### config.mk
export PLATFORM = sky130hd
export DESIGN_NAME = quad_dac_writer
export DESIGN_NICKNAME = d
export VERILOG_FILES = /design/src/rtl/qdw_pkg.sv /design/src/rtl/qdw_ctrl.sv /design/src/rtl/qdw_datapath.sv /design/src/rtl/quad_dac_writer.sv
export SDC_FILE = /design/constraint.sdc
export NUM_CORES = 1
export LEC_CHECK = 0
export ABC_CLOCK_PERIOD_IN_PS = 2400
export BUFFER_PORTS_ARGS = -buffer_cell sky130_fd_sc_hd__buf_2
export CORE_MARGIN = 1.5
export CORE_UTILIZATION = 55
export DETAILED_ROUTE_END_ITERATION = 8
export MAX_ROUTING_LAYER = met4
export PLACE_DENSITY_LB_ADDON = 0.12
export SLEW_MARGIN = 20
export SYNTH_ARGS = -nofsm -noshare
export SYNTH_HDL_FRONTEND = slang
export SYNTH_SLANG_ARGS = --single-unit
export TNS_END_PERCENT = 1
### constraint.sdc
create_clock -name clk -period 2.4 [get_ports clk]
set_input_delay 0.24 -clock clk [delete_from_list [all_inputs] [get_ports clk]]
set_output_delay 0.24 -clock clk [all_outputs]
set_load 0.01 [all_outputs]
### src/rtl/qdw_pkg.sv
`timescale 1ns/1ps
package qdw_pkg;

  localparam int FRAME_BITS = 11;

  // Serial command word, shifted out MSB first.
  typedef struct packed {
    logic [1:0] chan;
    logic       rng;
    logic [7:0] code;
  } qdw_word_t;

  typedef enum logic [2:0] {
    ST_IDLE,
    ST_HI,
    ST_LO,
    ST_LOAD,
    ST_GAP,
    ST_LDAC
  } qdw_state_e;

  // Control -> datapath strobes and pin levels for the coming cycle.
  typedef struct packed {
    logic capture;
    logic shift;
    logic clkLvl;
    logic loadLvl;
    logic ldacLvl;
  } qdw_strobe_t;

  function automatic int maxI(int a, int b);
    return (a > b) ? a : b;
  endfunction

  function automatic int nsToCycles(int ns, int periodNs);
    return maxI(1, (ns + periodNs - 1) / periodNs);
  endfunction

endpackage

### src/rtl/qdw_ctrl.sv
`timescale 1ns/1ps
module qdw_ctrl
  import qdw_pkg::*;
#(
  parameter int HALF_CYC   = 25,
  parameter int LOADW_CYC  = 13,
  parameter int GAP_CYC    = 3,
  parameter int LDACW_CYC  = 13,
  parameter bit LDAC_DEFER = 1'b1
) (
  input  logic        clk,
  input  logic        rstN,
  input  logic        reqValid,
  input  logic        reqCommit,
  output logic        reqReady,
  output qdw_strobe_t strobe
);

  localparam int MAX_CYC = maxI(maxI(HALF_CYC, LOADW_CYC), maxI(GAP_CYC, LDACW_CYC));
  localparam int CNT_W   = $clog2(MAX_CYC + 1);
  localparam int BIT_W   = $clog2(FRAME_BITS);
  localparam logic [CNT_W-1:0] HALF_LD  = CNT_W'(HALF_CYC - 1);
  localparam logic [CNT_W-1:0] LOADW_LD = CNT_W'(LOADW_CYC - 1);
  localparam logic [CNT_W-1:0] GAP_LD   = CNT_W'(GAP_CYC - 1);
  localparam logic [CNT_W-1:0] LDACW_LD = CNT_W'(LDACW_CYC - 1);
  localparam logic [BIT_W-1:0] LAST_BIT = BIT_W'(FRAME_BITS - 1);

  qdw_state_e       state, nextState;
  logic [CNT_W-1:0] cnt, cntNext;
  logic [BIT_W-1:0] bitIdx;
  logic             commitQ;
  logic             phaseDone;
  logic             doCapture, doShift;

  assign phaseDone = (cnt == '0);
  assign reqReady  = (state == ST_IDLE);

  always_comb begin
    nextState = state;
    cntNext   = phaseDone ? cnt : cnt - 1'b1;
    doCapture = 1'b0;
    doShift   = 1'b0;
    case (state)
      ST_IDLE: begin
        if (reqValid) begin
          nextState = ST_HI;
          cntNext   = HALF_LD;
          doCapture = 1'b1;
        end
      end
      ST_HI: begin
        if (phaseDone) begin
          nextState = ST_LO;
          cntNext   = HALF_LD;
        end
      end
      ST_LO: begin
        if (phaseDone) begin
          if (bitIdx == LAST_BIT) begin
            nextState = ST_LOAD;
            cntNext   = LOADW_LD;
          end else begin
            nextState = ST_HI;
            cntNext   = HALF_LD;
            doShift   = 1'b1;
          end
        end
      end
      ST_LOAD: begin
        if (phaseDone) begin
          if (commitQ && LDAC_DEFER) begin
            nextState = ST_GAP;
            cntNext   = GAP_LD;
          end else begin
            nextState = ST_IDLE;
          end
        end
      end
      ST_GAP: begin
        if (phaseDone) begin
          nextState = ST_LDAC;
          cntNext   = LDACW_LD;
        end
      end
      ST_LDAC: begin
        if (phaseDone) nextState = ST_IDLE;
      end
      default: nextState = ST_IDLE;
    endcase
  end

  // Pin levels follow the next state so the registered pins match the current state.
  always_comb begin
    strobe.capture = doCapture;
    strobe.shift   = doShift;
    strobe.clkLvl  = (nextState != ST_LO);
    strobe.loadLvl = (nextState != ST_LOAD);
    strobe.ldacLvl = LDAC_DEFER ? (nextState != ST_LDAC) : 1'b0;
  end

  always_ff @(posedge clk) begin
    if (!rstN) begin
      state   <= ST_IDLE;
      cnt     <= '0;
      bitIdx  <= '0;
      commitQ <= 1'b0;
    end else begin
      state <= nextState;
      cnt   <= cntNext;
      if (doCapture) begin
        bitIdx  <= '0;
        commitQ <= reqCommit;
      end else if (doShift) begin
        bitIdx <= bitIdx + 1'b1;
      end
    end
  end


  frame_len_chk: assert property (@(posedge clk) disable iff (!rstN)
    (state == ST_LOAD && $past(state) == ST_LO) |-> ($past(bitIdx) == LAST_BIT));


  phase_hold_chk: assert property (@(posedge clk) disable iff (!rstN)
    (state != ST_IDLE && cnt != '0) |=> (state == $past(state)));


  gap_needs_commit_chk: assert property (@(posedge clk) disable iff (!rstN)
    (state == ST_GAP) |-> commitQ);

endmodule

### src/rtl/qdw_datapath.sv
`timescale 1ns/1ps
module qdw_datapath
  import qdw_pkg::*;
#(
  parameter bit LDAC_IDLE = 1'b1
) (
  input  logic        clk,
  input  logic        rstN,
  input  qdw_strobe_t strobe,
  input  qdw_word_t   reqWord,
  output logic        dacClk,
  output logic        dacData,
  output logic        dacLoad,
  output logic        dacLdac
);

  logic [FRAME_BITS-1:0] shiftQ;
  logic clkQ, loadQ, ldacQ;

  always_ff @(posedge clk) begin
    if (!rstN) begin
      shiftQ <= '0;
      clkQ   <= 1'b1;
      loadQ  <= 1'b1;
      ldacQ  <= LDAC_IDLE;
    end else begin
      if (strobe.capture)    shiftQ <= reqWord;
      else if (strobe.shift) shiftQ <= {shiftQ[FRAME_BITS-2:0], 1'b0};
      clkQ  <= strobe.clkLvl;
      loadQ <= strobe.loadLvl;
      ldacQ <= strobe.ldacLvl;
    end
  end

  assign dacClk  = clkQ;
  assign dacData = shiftQ[FRAME_BITS-1];
  assign dacLoad = loadQ;
  assign dacLdac = ldacQ;


  data_hold_chk: assert property (@(posedge clk) disable iff (!rstN)
    (!clkQ && !$past(clkQ)) |-> $stable(dacData));


  strobe_excl_chk: assert property (@(posedge clk) disable iff (!rstN)
    !loadQ |-> (ldacQ == LDAC_IDLE));


  load_clk_high_chk: assert property (@(posedge clk) disable iff (!rstN)
    !loadQ |-> clkQ);

endmodule

### src/rtl/quad_dac_writer.sv
`timescale 1ns/1ps
module quad_dac_writer
  import qdw_pkg::*;
#(
  parameter int SYS_CLK_NS     = 20,
  parameter int SCLK_PERIOD_NS = 1000,
  parameter int DATA_SETUP_NS  = 50,
  parameter int LOAD_SETUP_NS  = 50,
  parameter int LOAD_WIDTH_NS  = 250,
  parameter int LDAC_SETUP_NS  = 50,
  parameter int LDAC_WIDTH_NS  = 250,
  parameter bit DEFER_MODE     = 1'b1
) (
  input  logic       clk,
  input  logic       rstN,
  input  logic       reqValid,
  output logic       reqReady,
  input  logic [1:0] reqChan,
  input  logic       reqRange,
  input  logic [7:0] reqCode,
  input  logic       reqCommit,
  output logic       dacClk,
  output logic       dacData,
  output logic       dacLoad,
  output logic       dacLdac
);

  localparam int HALF_CYC  = maxI(nsToCycles((SCLK_PERIOD_NS + 1) / 2, SYS_CLK_NS),
                                  maxI(nsToCycles(DATA_SETUP_NS, SYS_CLK_NS),
                                       nsToCycles(LOAD_SETUP_NS, SYS_CLK_NS)));
  localparam int LOADW_CYC = nsToCycles(LOAD_WIDTH_NS, SYS_CLK_NS);
  localparam int GAP_CYC   = nsToCycles(LDAC_SETUP_NS, SYS_CLK_NS);
  localparam int LDACW_CYC = nsToCycles(LDAC_WIDTH_NS, SYS_CLK_NS);

  qdw_strobe_t strobe;
  qdw_word_t   reqWord;

  assign reqWord = '{chan: reqChan, rng: reqRange, code: reqCode};

  qdw_ctrl #(
    .HALF_CYC  (HALF_CYC),
    .LOADW_CYC (LOADW_CYC),
    .GAP_CYC   (GAP_CYC),
    .LDACW_CYC (LDACW_CYC),
    .LDAC_DEFER(DEFER_MODE)
  ) u_ctrl (
    .clk      (clk),
    .rstN     (rstN),
    .reqValid (reqValid),
    .reqCommit(reqCommit),
    .reqReady (reqReady),
    .strobe   (strobe)
  );

  qdw_datapath #(
    .LDAC_IDLE(DEFER_MODE)
  ) u_datapath (
    .clk    (clk),
    .rstN   (rstN),
    .strobe (strobe),
    .reqWord(reqWord),
    .dacClk (dacClk),
    .dacData(dacData),
    .dacLoad(dacLoad),
    .dacLdac(dacLdac)
  );


  ready_idle_pins_chk: assert property (@(posedge clk) disable iff (!rstN)
    reqReady |-> (dacClk && dacLoad && (dacLdac == DEFER_MODE)));


  generate
    if (!DEFER_MODE) begin : g_imm
      imm_ldac_low_chk: assert property (@(posedge clk) disable iff (!rstN)
        reqReady |=> !dacLdac);
    end
  endgenerate

endmodule

==> summary.txt <==
Yosys
  – Post-synthesis sequential area ratio: 0.369
  – Compound-Gate Fraction of Synth Area: 0.249
  – Cell with the most instances after synthesis: nand2_1
  – Synth top area share: 0.369
  – Post-synth cell types: 46
  – Largest family of logic cells by synthesized area: simple AND/OR/NAND/NOR gates
  – Avg Cell Area, Syn: 7.93 um^2
  – Synth Area in Simple Gates: 0.258
  – EDFF count, synth: 0
  – Mapped Nets: 204
  – Post-Synth XOR/XNOR Area: 0.0299
  – Largest cells by area after synthesis: dfxtp_1 (37%), nand2_1 (7.2%), o21ai_0 (6.5%)
  – Syn Inst Count: 185
  – Synth Flop Type: dfxtp_1
  – Post-synthesis mux area share: 0
  – Post-synth top area cell: dfxtp_1
  – Flops & latches, synth: 27
  – Synth top cells by count: nand2_1 (28), dfxtp_1 (27), o21ai_0 (19), a21oi_1 (11), a31oi_1 (11)
  – Synth Cell Area: 1470 um^2
  – Synth Area in Adders: 0.0341
  – Syn. warnings: 0
  – Share of flip-flops with an asynchronous set or reset: 0

STA
  – Worst rel slew slack: 0.552
  – RSZ-0062 raised after global routing: false
  – Worst slew pin tran: 0.671 ns
  – Worst Hold Slack: 0.161 ns
  – Setup TNS: 0 ns
  – Fin crit period: 2.06 ns
  – Final Skew: 0.00819 ns
  – Max-slew violation count: 0
  – Final hold vios: 0
  – Peak Freq: 0.484 GHz
  – Period utilization: 0.860
  – Finish-stage setup viols: 0

Floorplan
  – Die area: 2980 um^2
  – Die Y: 54.6 um
  – Total core area: 2500 um^2
  – Cell row count: 18
  – # IOs: 20
  – Initial Util: 0.587
  – DIE WIDTH: 54.6 um

Worst setup path
  – Critical Path Sink Type: flop
  – Crit-path max FO: 13
  – Arrival @ worst endpoint: 2.31 ns
  – Startpoint Class: flop
  – Req. time, crit path: 2.65 ns
  – Kind of critical path: flop to flop

Drt
  – Vias per cell: 5.95
  – DR vias: 1,356
  – Met2 WL: 1520 um
  – Top sig layer: met4
  – Metal3 WL: 203 um
  – Routed WL: 3270 um
  – WL met1: 1540 um
  – Routed Antenna Nets: 0
  – Residual DRC count: 0
  – DR pass1 iterations: 4
  – Initial DRC count: 64
  – Routed wire per std cell: 14.4 um

Min path
  – Worst hold path class: primary input to flop

Placement
  – Placed instance area: 1560 um^2
  – Final HPWL DP: 2380 um
  – Port bufs: 19
  – Final GP Congestion: 0.871

Finish
  – Ant. Diodes: 0
  – Register Area: 541 um^2
  – Number of fill cells in the layout: 227
  – Layout Utilization: 0.635
  – P&R area growth vs syn: 8.19%
  – Multi-input gate area: 837 um^2
  – Fin area: 1590 um^2
  – Share of layout cells above drive strength 1: 0.162
  – # nets final: 218

Run
  – Max Cap Violations: 0

Global routing
  – Largest net degree at the start of global routing: 24
  – Global-route usage over all layers: 0.263
  – Antenna violations before repair: 0
  – Total global routing overflow: 0
  – Vias in the first global route: 1,263
  – Global-route wire length before repair: 5590 um

Clock tree
  – CTS max path bufs: 2
  – Root Buffer Master: clkbuf_4
  – Clock buffer count from CTS: 3
  – TritonCTS clock tree: built
  – Clock sink count: 27
  – CTS Hold Buffers Added: 0
  – Post-CTS Resized: 0
  – Worst-Skew Late Latency: 0.32 ns
  – Setup Buffers After CTS: 0
  – H-tree depth: 1
  – Clk slew on worst S/H paths: 0.15 ns

Power and ir drop
  – VDD IR max: 0.000845 V
  – Tot Pwr: 0.00165 W
  – Power Dens Cells: 1040 nW/um^2
  – Leakage power: 0.607 nW

Outcome
  – Outcome: finished clean
-- worst max-delay path, stage by stage, from the launching register on --
cell,delay (ns)
dfxtp_1,0.36
inv_1,0.09
ha_1,0.22
nor4b_4,0.32
buf_4,0.24
and3_1,0.44
nand2_1,0.10
a31oi_1,0.20
-- final timing paths --
| path | startpoint | to | cells after the start | slack (ns) |
|---|---|---|---|---|
| worst max-delay path | u_ctrl.cnt[0]$_SDFF_PN0_ | u_datapath.shiftQ[10]$_SDFFE_PN0P_ | 7 | 0.34 |
| worst min-delay path | reqCommit | u_ctrl.commitQ$_SDFFE_PN0P_ | 3 | 0.16 |
| worst max register to register | u_ctrl.cnt[0]$_SDFF_PN0_ | u_datapath.shiftQ[10]$_SDFFE_PN0P_ | 7 | 0.34 |
| worst min register to register | u_datapath.shiftQ[0]$_SDFFE_PN0P_ | u_datapath.shiftQ[0]$_SDFFE_PN0P_ | 2 | 0.49 |
-- cells by family (layout without fill, tap and decap cells) --
family / count (synthesis) / count (layout)
and+or+nand+nor: 71 / 71
AOI/OAI and AO/OA: 59 / 59
xor gates and xnor gates: 5 / 5
buffers and inverters: 19 / 32
DFF: 27 / 27
adders and majority gates: 4 / 4
-- state kept, by name (all words and copies together) (netlist names) --
| register | count |
|---|---|
| u_ctrl.bitIdx | 4 |
| u_ctrl.cnt | 5 |
| u_ctrl.commitQ | 1 |
| u_ctrl.state | 3 |
| u_datapath.dacClk | 1 |
| u_datapath.dacLdac | 1 |
| u_datapath.dacLoad | 1 |
| u_datapath.shiftQ | 11 |
-- routing by layer --
layer  track usage  vias up
li1              -      690
met1         0.372      623
met2         0.403       41
met3        0.0246        2
met4        0.0667        0
met5             -        -
-- final cells by class --
cell class              count  area share
multi-input cells         139       0.528
inverters                   5      0.0118
clock inverters             1     0.00315
flip-flops and latches     27       0.341
clock buffers               3      0.0142
repair buffers             23      0.0789
well taps                  30      0.0237
-- where the power goes --
group,leakage [nW],switching [W],internal [W],total (W)
clock,0.0177,0.000131,0.0000624,0.000194
combinational,0.367,0.000456,0.000341,0.000797
sequential,0.222,0.000115,0.000548,0.000663
total,0.607,0.000703,0.000951,0.00165
-- layout by cell type (no fill, tap or decap), types with 2 or more instances in the layout --
master / netlist / layout
nor2b_1: 4 / 4
o21a_1: 2 / 2
nor2_1: 10 / 10
nand4_1: 2 / 2
and3_1: 3 / 3
xor2_1: 4 / 4
buf_4: 2 / 4
nor3_1: 5 / 5
nand2b_1: 3 / 3
a31oi_1: 11 / 11
nand2_1: 28 / 28
clkbuf_4: 0 / 3
o31a_1: 2 / 2
buf_2: 2 / 19
and2_1: 3 / 3
a21oi_1: 11 / 11
ha_1: 4 / 4
o21ai_0: 19 / 19
o211ai_1: 3 / 3
nand3_1: 4 / 4
dfxtp_1: 27 / 27
inv_1: 4 / 4
-- per-stage QoR --
stage	setup slack [ns]	instances
final	0.335	228
after global routing	0.151	228
after CTS	0.309	228
after detailed placement	0.346	224
after global placement	0.467	224
after floorplan	0.532	185
No activity file was read; power rests on OpenSTA's default activity.
